File: config.mk
export PLATFORM = sky130hd
export DESIGN_NAME = xcr_access_unit
export DESIGN_NICKNAME = d
export VERILOG_FILES = /design/src/rtl/xcr_pkg.sv /design/src/rtl/xcr_gate.sv /design/src/rtl/xcr_store.sv /design/src/rtl/xcr_access_unit.sv
export SDC_FILE = /design/constraint.sdc
export NUM_CORES = 1
export LEC_CHECK = 0
export ABC_AREA = 1
export CORE_AREA = 5 5 76 78
export CTS_CLUSTER_SIZE = 12
export DETAILED_ROUTE_END_ITERATION = 12
export DIE_AREA = 0 0 81 83
export DONT_BUFFER_PORTS = 1
export GPL_TIMING_DRIVEN = 0
export PLACE_DENSITY = 0.76
export REMOVE_ABC_BUFFERS = 1
export SYNTH_ARGS = -nofsm -noshare
export SYNTH_HDL_FRONTEND = slang
export SYNTH_SLANG_ARGS = --single-unit
File: constraint.sdc
create_clock -name clk -period 1.09 [get_ports clk]
set_input_delay 0.109 -clock clk [delete_from_list [all_inputs] [get_ports clk]]
set_output_delay 0.109 -clock clk [all_outputs]
set_load 0.02 [all_outputs]
File: src/rtl/xcr_pkg.sv
package xcr_pkg;
   typedef enum logic [1:0] {
      FLT_NONE = 2'd0,
      FLT_UD   = 2'd1,
      FLT_GP   = 2'd2
   } fault_e;
endpackage

File: src/rtl/xcr_gate.sv
module xcr_gate
   import xcr_pkg::*;
#(
   parameter int REG_W     = 32,
   parameter int IDX_W     = 32,
   parameter int CPL_W     = 2,
   parameter int BASE_BIT  = 0,
   parameter int LOWER_BIT = 1,
   parameter int UPPER_BIT = 2,
   parameter bit HAS_UPPER = 1'b1
) (
   input  logic             req_valid,
   input  logic             req_write,
   input  logic [IDX_W-1:0] req_index,
   input  logic [REG_W-1:0] wr_hi,
   input  logic [REG_W-1:0] wr_lo,
   input  logic [CPL_W-1:0] cpl,
   input  logic             os_enable,
   input  logic [REG_W-1:0] feat_mask,
   input  logic             guest_a,
   input  logic             guest_b,
   input  logic             guest_b_icpt,
   output fault_e           fault,
   output logic             exit_req,
   output logic             accept
);
   logic dep_bad;
   logic value_bad;
   logic want_exit;

   generate
      if (HAS_UPPER) begin : g_dep
         assign dep_bad = wr_lo[UPPER_BIT] & ~wr_lo[LOWER_BIT];
      end else begin : g_nodep
         assign dep_bad = 1'b0;
      end
   endgenerate

   assign value_bad = (|wr_hi) | (|(wr_lo & ~feat_mask)) | ~wr_lo[BASE_BIT] | dep_bad;
   assign want_exit = guest_a | (guest_b & guest_b_icpt);

   always_comb begin
      fault    = FLT_NONE;
      exit_req = 1'b0;
      accept   = 1'b0;
      if (req_valid) begin
         if (!os_enable) begin
            fault = FLT_UD;
         end else if (req_write) begin
            if (want_exit)               exit_req = 1'b1;
            else if (cpl != '0)          fault    = FLT_GP;
            else if (req_index != '0)    fault    = FLT_GP;
            else if (value_bad)          fault    = FLT_GP;
            else                         accept   = 1'b1;
         end else if (req_index != '0) begin
            fault = FLT_GP;
         end
      end
   end
endmodule

File: src/rtl/xcr_store.sv
module xcr_store #(
   parameter int               REG_W     = 32,
   parameter logic [REG_W-1:0] RESET_VAL = 1
) (
   input  logic             clk,
   input  logic             rst_n,
   input  logic             accept,
   input  logic [REG_W-1:0] wval,
   output logic [REG_W-1:0] xcr_q,
   output logic             mode_pulse
);
   always_ff @(posedge clk or negedge rst_n) begin
      if (!rst_n) begin
         xcr_q      <= RESET_VAL;
         mode_pulse <= 1'b0;
      end else begin
         mode_pulse <= accept;
         if (accept) xcr_q <= wval;
      end
   end
endmodule

File: src/rtl/xcr_access_unit.sv
module xcr_access_unit
   import xcr_pkg::*;
#(
   parameter int REG_W     = 32,
   parameter int IDX_W     = 32,
   parameter int CPL_W     = 2,
   parameter int BASE_BIT  = 0,
   parameter int LOWER_BIT = 1,
   parameter int UPPER_BIT = 2,
   parameter bit HAS_UPPER = 1'b1
) (
   input  logic               clk,
   input  logic               rst_n,
   input  logic               req_valid,
   input  logic               req_write,
   input  logic [IDX_W-1:0]   req_index,
   input  logic [REG_W-1:0]   wr_hi,
   input  logic [REG_W-1:0]   wr_lo,
   input  logic [CPL_W-1:0]   cpl,
   input  logic               os_enable,
   input  logic [REG_W-1:0]   feat_mask,
   input  logic               guest_a,
   input  logic               guest_b,
   input  logic               guest_b_icpt,
   output logic [2*REG_W-1:0] rd_data,
   output logic [1:0]         fault_kind,
   output logic               vm_exit,
   output logic               mode_change
);
   localparam int               RD_W      = 2 * REG_W;
   localparam logic [REG_W-1:0] RESET_VAL = REG_W'(1) << BASE_BIT;

   generate
      if (BASE_BIT >= REG_W || LOWER_BIT >= REG_W || UPPER_BIT >= REG_W) begin : g_bad_pos
         $error("feature bit position outside register width");
      end
      if (HAS_UPPER && (LOWER_BIT == UPPER_BIT || LOWER_BIT == BASE_BIT)) begin : g_bad_lane
         $error("lane bits must be distinct");
      end
   endgenerate

   fault_e           fault;
   logic             accept;
   logic [REG_W-1:0] xcr_q;

   xcr_gate #(
      .REG_W(REG_W), .IDX_W(IDX_W), .CPL_W(CPL_W), .BASE_BIT(BASE_BIT),
      .LOWER_BIT(LOWER_BIT), .UPPER_BIT(UPPER_BIT), .HAS_UPPER(HAS_UPPER)
   ) u_gate (
      .req_valid(req_valid), .req_write(req_write), .req_index(req_index),
      .wr_hi(wr_hi), .wr_lo(wr_lo), .cpl(cpl), .os_enable(os_enable),
      .feat_mask(feat_mask), .guest_a(guest_a), .guest_b(guest_b),
      .guest_b_icpt(guest_b_icpt), .fault(fault), .exit_req(vm_exit),
      .accept(accept)
   );

   xcr_store #(.REG_W(REG_W), .RESET_VAL(RESET_VAL)) u_store (
      .clk(clk), .rst_n(rst_n), .accept(accept), .wval(wr_lo),
      .xcr_q(xcr_q), .mode_pulse(mode_change)
   );

   assign fault_kind = fault;
   assign rd_data    = (req_valid && !req_write && fault == FLT_NONE)
                       ? {{(RD_W-REG_W){1'b0}}, xcr_q} : '0;
endmodule

==> results summary, run 1 <==
The flow ran to the end, but the final reports show violations. The final reports fail on negative setup slack. The met1 track demand over resource came out at roughly a third.

The sequential standard cell area came out at 827 µm². The worst hold path belongs to the class in2out. The total of warnings raised by yosys is 0.

Traced cell by cell, the critical path runs through nor2_1, nand4_1, nor2_2, nand2_2, inv_2, nand4_1, buf_4, buf_12, nor2_4. For this run, the leading register cell type out of synthesis is dfrtp_1. 0 antenna diodes ended up in the layout. The number of search-and-repair iterations in the first detailed-routing pass came out at 4. The total routing resource utilization after global routing is 28.5%. The parity-gate share of the synthesized area counting xor and xnor cells came out at 0%. The largest delay contributor family on the critical path is simple AND/OR/NAND/NOR gates.

Between clock sinks in the finished design, the worst skew comes to 0 ns. The number of buffers and inverters on the critical path is 3. In this run, synthesis inferred 0 flip-flops with an integrated enable. Summed over all layers, the global routing overflow is 0. The met3 track demand over resource came out at 4.33%.

The number of sinks driven by the clock tree came out at 33. Setup repair after global routing could not meet its margin everywhere. The period utilization is 126%.

The adder-cell share of the synthesized area came out at 0%. The number of clock buffers added by TritonCTS is 5. Leaving out fill and tap cells, the most frequent cells in the layout are nand2_1, inv_1, nor2_4. Synthesis instantiated 18 different standard cells from the library. The floorplan die width is between 80 and 90 µm. The number of primary I/O pins came out at 206. The kind of critical path is in2out. The final worst setup slack came out at -0.285 ns. The maximum buffer depth of the clock tree came out at 2. TritonCTS built the clock tree. The post-detailed-route via-to-cell ratio came out at 5.36. The required time at the endpoint of the critical path came out at approximately 0.98 ns. The number of endpoints failing setup at the final stage is 66. Once layout is complete, the utilization of the core stands at 74.7%.

The overall power consumption came out at 2.56 mW. Of the cells placed in the final design, the portion with a size suffix greater than 1 is between 30% and 40%. Leaving out fill and tap cells, the most frequent cell in the layout is nand2_1. The share of async-settable or async-resettable flops after synthesis is between 90% and 100%.

The first-iteration detailed-routing DRC count came out at ~240. The initial antenna violation count came out at 0. The worst setup path is launched from an input port. The area of the mapped netlist came out at 2490 µm². The H-tree depth is 2. The average cell area after synthesis is approximately 6.3 µm².

From synthesis to final layout, the design area changed by 50.5%. The signal arrival time at the worst endpoint came out at 1.27 ns. The net count reported at finish came out at 597.

The overall die area is just under 7000 µm². Max-cap violations in this run came to 0. The power per cell area came out at approximately 680 nW/µm². Derived from the worst setup path, the maximum achievable clock frequency is 727 MHz. After layout, the minimum clock period comes to approximately 1.4 ns. The dominant combinational cell family by area after synthesis is simple AND/OR/NAND/NOR gates. For this run, design rule violations remaining after detail routing come to 0. After global routing, the most crowded layer is met2. The placed wire-length estimate after detailed placement is roughly 5.4 mm. The multi-input logic area is around 1700 µm². Of all nets on the critical path, the largest fanout is 6.

The largest net degree at the start of global routing came out at 34. The fraction of met2 tracks used by global routing came out at between 50% and 60%. The most numerous cell type found on the critical path is nand4_1.

The cell count after synthesis is between 300 and 400. The global-route wire length before repair is 14.6 mm. Measured along the y axis, the die boundary spans 83 µm.

Summing the areas of all compound-gate instances in the mapped netlist gives 0.403% of the synthesized area. The number of placed instances, taps included, is 453. The worst setup path is captured at an output port.

Summed over all cells, the static leakage comes to 1.70 nW. For this configuration, the core starts out at a cell density of 49.6%. The count of state elements after synthesis came out at 33. The total vias in the final route is 2841.

The longest individual stage delay on the worst path came out at 0.20 ns. The wire length per cell after detailed routing is 19.2 µm. The sequential fraction of the synthesis area is about a third. The count of buffers added on input and output ports is 0.

The count of nets left with antenna violations once routing finished came out at 0. The post-route non-filler standard cell count came out at 530. The tree is rooted in a clkbuf_8. In the synthesized netlist, mux cells make up 0% of the area. Routability-driven placement finished with a final weighted congestion of around 0.83. The area of the core came out at 5010 µm². The fraction of the mapped netlist area in simple logic gates is 42.5%. The row count came out at 26. Hold timing on the final database bottoms out at a slack of 0.301 ns. The via count of the first global-routing pass came out at roughly 2900.

Across the VDD grid, the largest voltage drop is between 300 and 400 µV. The count of final max-slew check failures is 0. The final count of hold timing violations is 0. On the critical path, the stage with the largest delay is an instance of buf_4. The final wirelength came out at 10.2 mm.

The fill cell total of the finished layout came out at 360. The clock latency reported for the late side of the worst-skew pair is around 0.28 ns.
==> routing by layer <==
metal	routed length [µm]	vias to the layer above
li1	-	1276
met1	3870	1374
met2	5450	165
met3	620	26
met4	229	0
met5	0	-
==> worst paths after layout <==
check                                         startpoint                            end  slack, ns  depth (start not counted)
min in group asynchronous                          rst_n  u_store.xcr_q[20]$_DFFE_PN0P_       0.31                          2
max reg2reg                 u_store.xcr_q[0]$_DFFE_PN1P_   u_store.xcr_q[0]$_DFFE_PN1P_       0.38                          2
min reg2reg                u_store.xcr_q[15]$_DFFE_PN0P_  u_store.xcr_q[15]$_DFFE_PN0P_       0.47                          2
max in group asynchronous                          rst_n   u_store.xcr_q[0]$_DFFE_PN1P_       0.54                          2
max                                         req_index[3]                    rd_data[11]      -0.28                          9
min                                            os_enable                  fault_kind[0]       0.30                          1
==> sequential cells by signal (all words and copies together), names as in the netlist <==
signal	count
u_store.xcr_q	32
u_store.mode_pulse	1
==> kinds of logic (layout without fill, tap and decap cells) <==
logic type / after synthesis / count (layout)
AND/OR/NAND/NOR: 246 / 252
buffers and inverters: 115 / 141
flip-flops: 33 / 33
AO/OA/AOI/OAI: 2 / 2
other: 1 / 32
==> cell usage after synthesis, types with 3 or more instances <==
library cell | n | area share, %
buf_6 | 3 | 1.4
inv_1 | 67 | 10
buf_2 | 12 | 2.4
nand4_1 | 40 | 10
nand3_1 | 4 | 0.81
nand2_1 | 118 | 18
dfrtp_1 | 32 | 32
buf_4 | 32 | 9.7
nor2_1 | 80 | 12
==> report_power, final <==
group	switching (mW)	internal [mW]	leakage (nW)	total (mW)
combinational	0.270	0.169	1.20	0.439
clock	0.452	0.443	0.0450	0.894
sequential	0	1.22	0.458	1.22
==> area by class of cell <==
cell class	instances	area share, %
clock buffers	6	1.94
multi-input cells	286	45.8
clock inverters	2	0.268
repair buffers	65	20.2
inverters	68	7.36
well taps	70	2.34
flip-flops and latches	33	22.1
==> what timing repair did <==
item | in CTS | in global routing
hold buffers | 33 | 0
cloned | 9 | 1
endpoints found under the setup margin | 66 | 66
pin swaps | 22 | 18
setup buffers | 23 | 6
resized for setup | 128 | 43
hold endpoints to repair | 64 | 0
==> per-stage QoR <==
stage / setup WS [ns] / TNS [ns] / cell area (µm²)
2_1_floorplan: -1.04 / -60.27 / 2270
3_3_place_gp: -1.96 / -116.25 / 2360
3_5_place_dp: -1.52 / -76.03 / 2390
4_1_cts: -0.235 / -7.79 / 3560
5_1_grt: -0.350 / -17.39 / 3740
6_report: -0.285 / -13.75 / 3740
==> worst register-to-register path: cells and delay by family (launching register included) <==
family / cells / cell delay [ns]
buffers and inverters: 1 / 0.07
AND/OR/NAND/NOR: 1 / 0.07
flip-flops: 1 / 0.52
Note: power is estimated with default switching activity, not from simulation.
==> run 2, diff against run 1 <==
- CORE_AREA: 5 5 76 78 -> 2 2 80 82
- CTS_BUF_LIST: unset -> sky130_fd_sc_hd__clkbuf_4 sky130_fd_sc_hd__clkbuf_8
- DIE_AREA: 0 0 81 83 -> 0 0 82 84
- PLACE_DENSITY: 0.76 -> 0.66
==> run 2 against run 1 <==
Against the previous run: the flow still finishes with violations (negative setup slack); sequential share of layout area shrank 0.36 points; combinational power grew 2%; non-clock buffer count shrank 6; critical path depth is the same; utilization shrank 12 points; register-to-register slack is essentially flat; clock skew is the same; final cell count is the same; highest routed layer unchanged.
==> results summary, run 2 (synthesis gave the netlist of run 1 again) <==
The timing-limited maximum frequency came to 765 MHz (+5.2%). The number of antenna-violating nets in the routed design is 0 (unchanged). The share of post-route cells with drive strength above 1 was 35.1% (+2.3 points).

The minimum period implied by the final worst setup slack was 1.31 ns (-0.0678 ns). The number of clock buffers inserted by TritonCTS was 5 (unchanged). The area growth from synthesis to layout came out at 53.0%. The number of max-cap violations was 0 (unchanged).

The maximum buffer depth of the clock tree is 2 (unchanged). The global-route wire length before repair is 12.9 mm (-12%). The number of sinks driven by the clock tree is 33 (unchanged). The share of total power in the clock network came to 36.3% (+1.3 points).

The clock latency reported for the late side of the worst-skew pair is 0.28 ns (about the same). The final weighted congestion of routability-driven global placement is 0.764 (-7.6%). The power per cell area came out at 691 nW/µm² (+1.1%).

The startpoint of the most critical register-to-register path is u_store.xcr_q[0]$_DFFE_PN1P_. The first-iteration detailed-routing DRC count is 93 (-61%). Counting flops per register, the top entry is u_store.xcr_q. The effective utilization at floorplan is 40.8% (-8.8 points). The library cell used most frequently in the layout, excluding fill and tap cells, is nand2_1. The setup slack at placement was -1.49 ns (+0.0331 ns). The part of the power in registers came out at 46.6% (-1.3 points). The peak fanout along the critical path came out at 6 (unchanged). The initial antenna violation count came out at 0 (unchanged). The category of the worst setup path launch point is an input port. The number of primary I/O pins came out at 206 (unchanged). The total vias in the final route came out at 2691 (-5.3%). The number of input and output port buffers inserted came to 0 (unchanged). The area of the core came out at 6100 µm² (+22%). The number of endpoints failing setup at the final stage came out at 66 (unchanged).

The final clock skew came out at 0 ns (unchanged). The worst voltage drop across the vdd grid came out at 479 µV (+30%). The cell type of the slowest stage on the worst timing path is buf_6. The signal arrival time at the worst endpoint is 1.20 ns (-0.07 ns). After clock tree synthesis, the clock-pin slew on the worst setup and hold paths is 0.06 ns. The run finished, with violations left. The source of the worst hold timing path is wr_lo[20]. STA classifies the critical path endpoint as an output port. The via count of the first global-routing pass is 2577 (-11%).

The overall die area came out at 6890 µm² (+2.5%). The count of final max-slew check failures is 0 (unchanged). The largest net degree at the start of global routing is 34 (unchanged). Setup repair after global routing could not meet its margin everywhere. The net count reported at finish is 591 (-1.0%).

The worst setup path is of the in2out kind. The H-tree depth came out at 2 (unchanged). The longest individual stage delay on the worst path came out at 0.19 ns (about the same). The smallest hold slack is 0.00806 ns (-0.293 ns). The floorplan die width is 82 µm (+1.2%). The critical path launch point is req_index[19]. The checks that failed: negative setup slack.

The final count of hold timing violations came out at 0 (unchanged). In the layout the commonest cells are nand2_1, inv_1, nor2_4. The worst slew margin relative to its limit is 66.7%. The total DRC errors in the routed layout is 0 (unchanged). The period utilization came out at 120% (-6.2 points). The transition at the pin with the smallest max-transition slack came out at 0.498 ns. The final worst setup slack came out at -0.217 ns (+0.0678 ns). The required time at the endpoint of the critical path is 0.98 ns (about the same). The static leakage was 1.71 nW (+0.54%). The switching part of the total power came out at 26.5% (-1.8 points). Walking the worst path, the cells encountered are nor2_2, nand4_1, nor2_2, nand2_2, inv_2, nand4_1, buf_6, buf_12, nor2_4. The placed wire-length estimate after detailed placement came to 4.94 mm (-8.4%). The internal power summed over all cells came out at 1.93 mW (+5.3%). The post-detailed-route via-to-cell ratio was 5.08 (-5.3%). The total congestion overflow is 0 (unchanged). The final wirelength is 8.75 mm (-14%). The total routing resource utilization after global routing is 25.1% (-3.4 points). The wire length per cell after detailed routing came to 16.5 µm (-14%). TritonCTS built the clock tree.

The flip-flop count of the largest register after layout is 32 (unchanged). The height of the die is 84 µm (+1.2%). The tightest min-delay check is of the in2reg type. The master cell of the clock root buffer is clkbuf_8. The net switching power of the design is 0.696 mW (-3.7%).

The number of diodes came out at 0 (unchanged). The number of search-and-repair iterations in the first detailed-routing pass is 4 (unchanged). In the final layout, the registers with the most flip-flops are u_store.xcr_q x32, u_store.mode_pulse x1.

The row count came out at 29 (+12%). The logic gate share of total power is 17.0% (-0.2 points).
## run 2: path summary, 6_finish.rpt
check	endpoint	slack [ns]	depth (start not counted)
setup / recovery	rd_data[15]	-0.22	9
hold / removal	u_store.xcr_q[20]$_DFFE_PN0P_	0.008	2
setup reg to reg	u_store.xcr_q[0]$_DFFE_PN1P_	0.39	2
hold reg to reg	u_store.xcr_q[15]$_DFFE_PN0P_	0.48	2
max in group asynchronous	u_store.xcr_q[0]$_DFFE_PN1P_	0.54	2
min in group asynchronous	u_store.xcr_q[1]$_DFFE_PN0P_	0.28	2
## run 2: layout make-up
| cell class | instances | area (µm²) |
|---|---|---|
| clock buffers | 7 | 90.1 |
| fillers | 536 | 2290 |
| inverters | 68 | 293 |
| multi-input cells | 286 | 1770 |
| flip-flops and latches | 33 | 827 |
| well taps | 77 | 96.3 |
| repair buffers | 59 | 729 |
## run 2: power groups by stage
stage | logic [mW] | clock network, mW | registers (mW)
2_1_floorplan | 0.219 | 0 | 1.25
3_3_place_gp | 0.246 | 0 | 1.25
3_5_place_dp | 0.254 | 0 | 1.25
4_1_cts | 0.415 | 0.987 | 1.22
5_1_grt | 0.494 | 1.04 | 1.22
6_report | 0.448 | 0.955 | 1.22
## run 2: timing repair
item	CTS	global route
hold buffers	32	0
resized for setup	122	70
pin swaps	33	35
hold endpoints to repair	63	0
gates cloned	9	2
buffers inserted	19	3
setup endpoints to repair	66	66
## run 2: critical path: cells and delay by family
family | cells | cell delay [ns]
buffers and inverters | 3 | 0.41
and+or+nand+nor | 6 | 0.67
## run 2: metal layers
layer | share of wire [%] | GRT usage, %
met1 | 38 | 31.1
met4 | 1.4 | 6.06
met3 | 6.9 | 4.22
met5 | 0 | 0
met2 | 54 | 44.3
## run 2: through the flow
stage | instances | total power [mW] | cell area, µm² | util [%] | TNS [ns]
2_1_floorplan | 381 | 1.47 | 2270 | - | -60.27
3_3_place_gp | 458 | 1.49 | 2360 | 38.8 | -117.26
3_5_place_dp | 460 | 1.50 | 2410 | 39.5 | -78.44
4_1_cts | 525 | 2.63 | 3560 | 58.4 | -6.43
5_1_grt | 530 | 2.76 | 3800 | 62.4 | -16.96
6_report | 530 | 2.63 | 3800 | 62.4 | -11.13
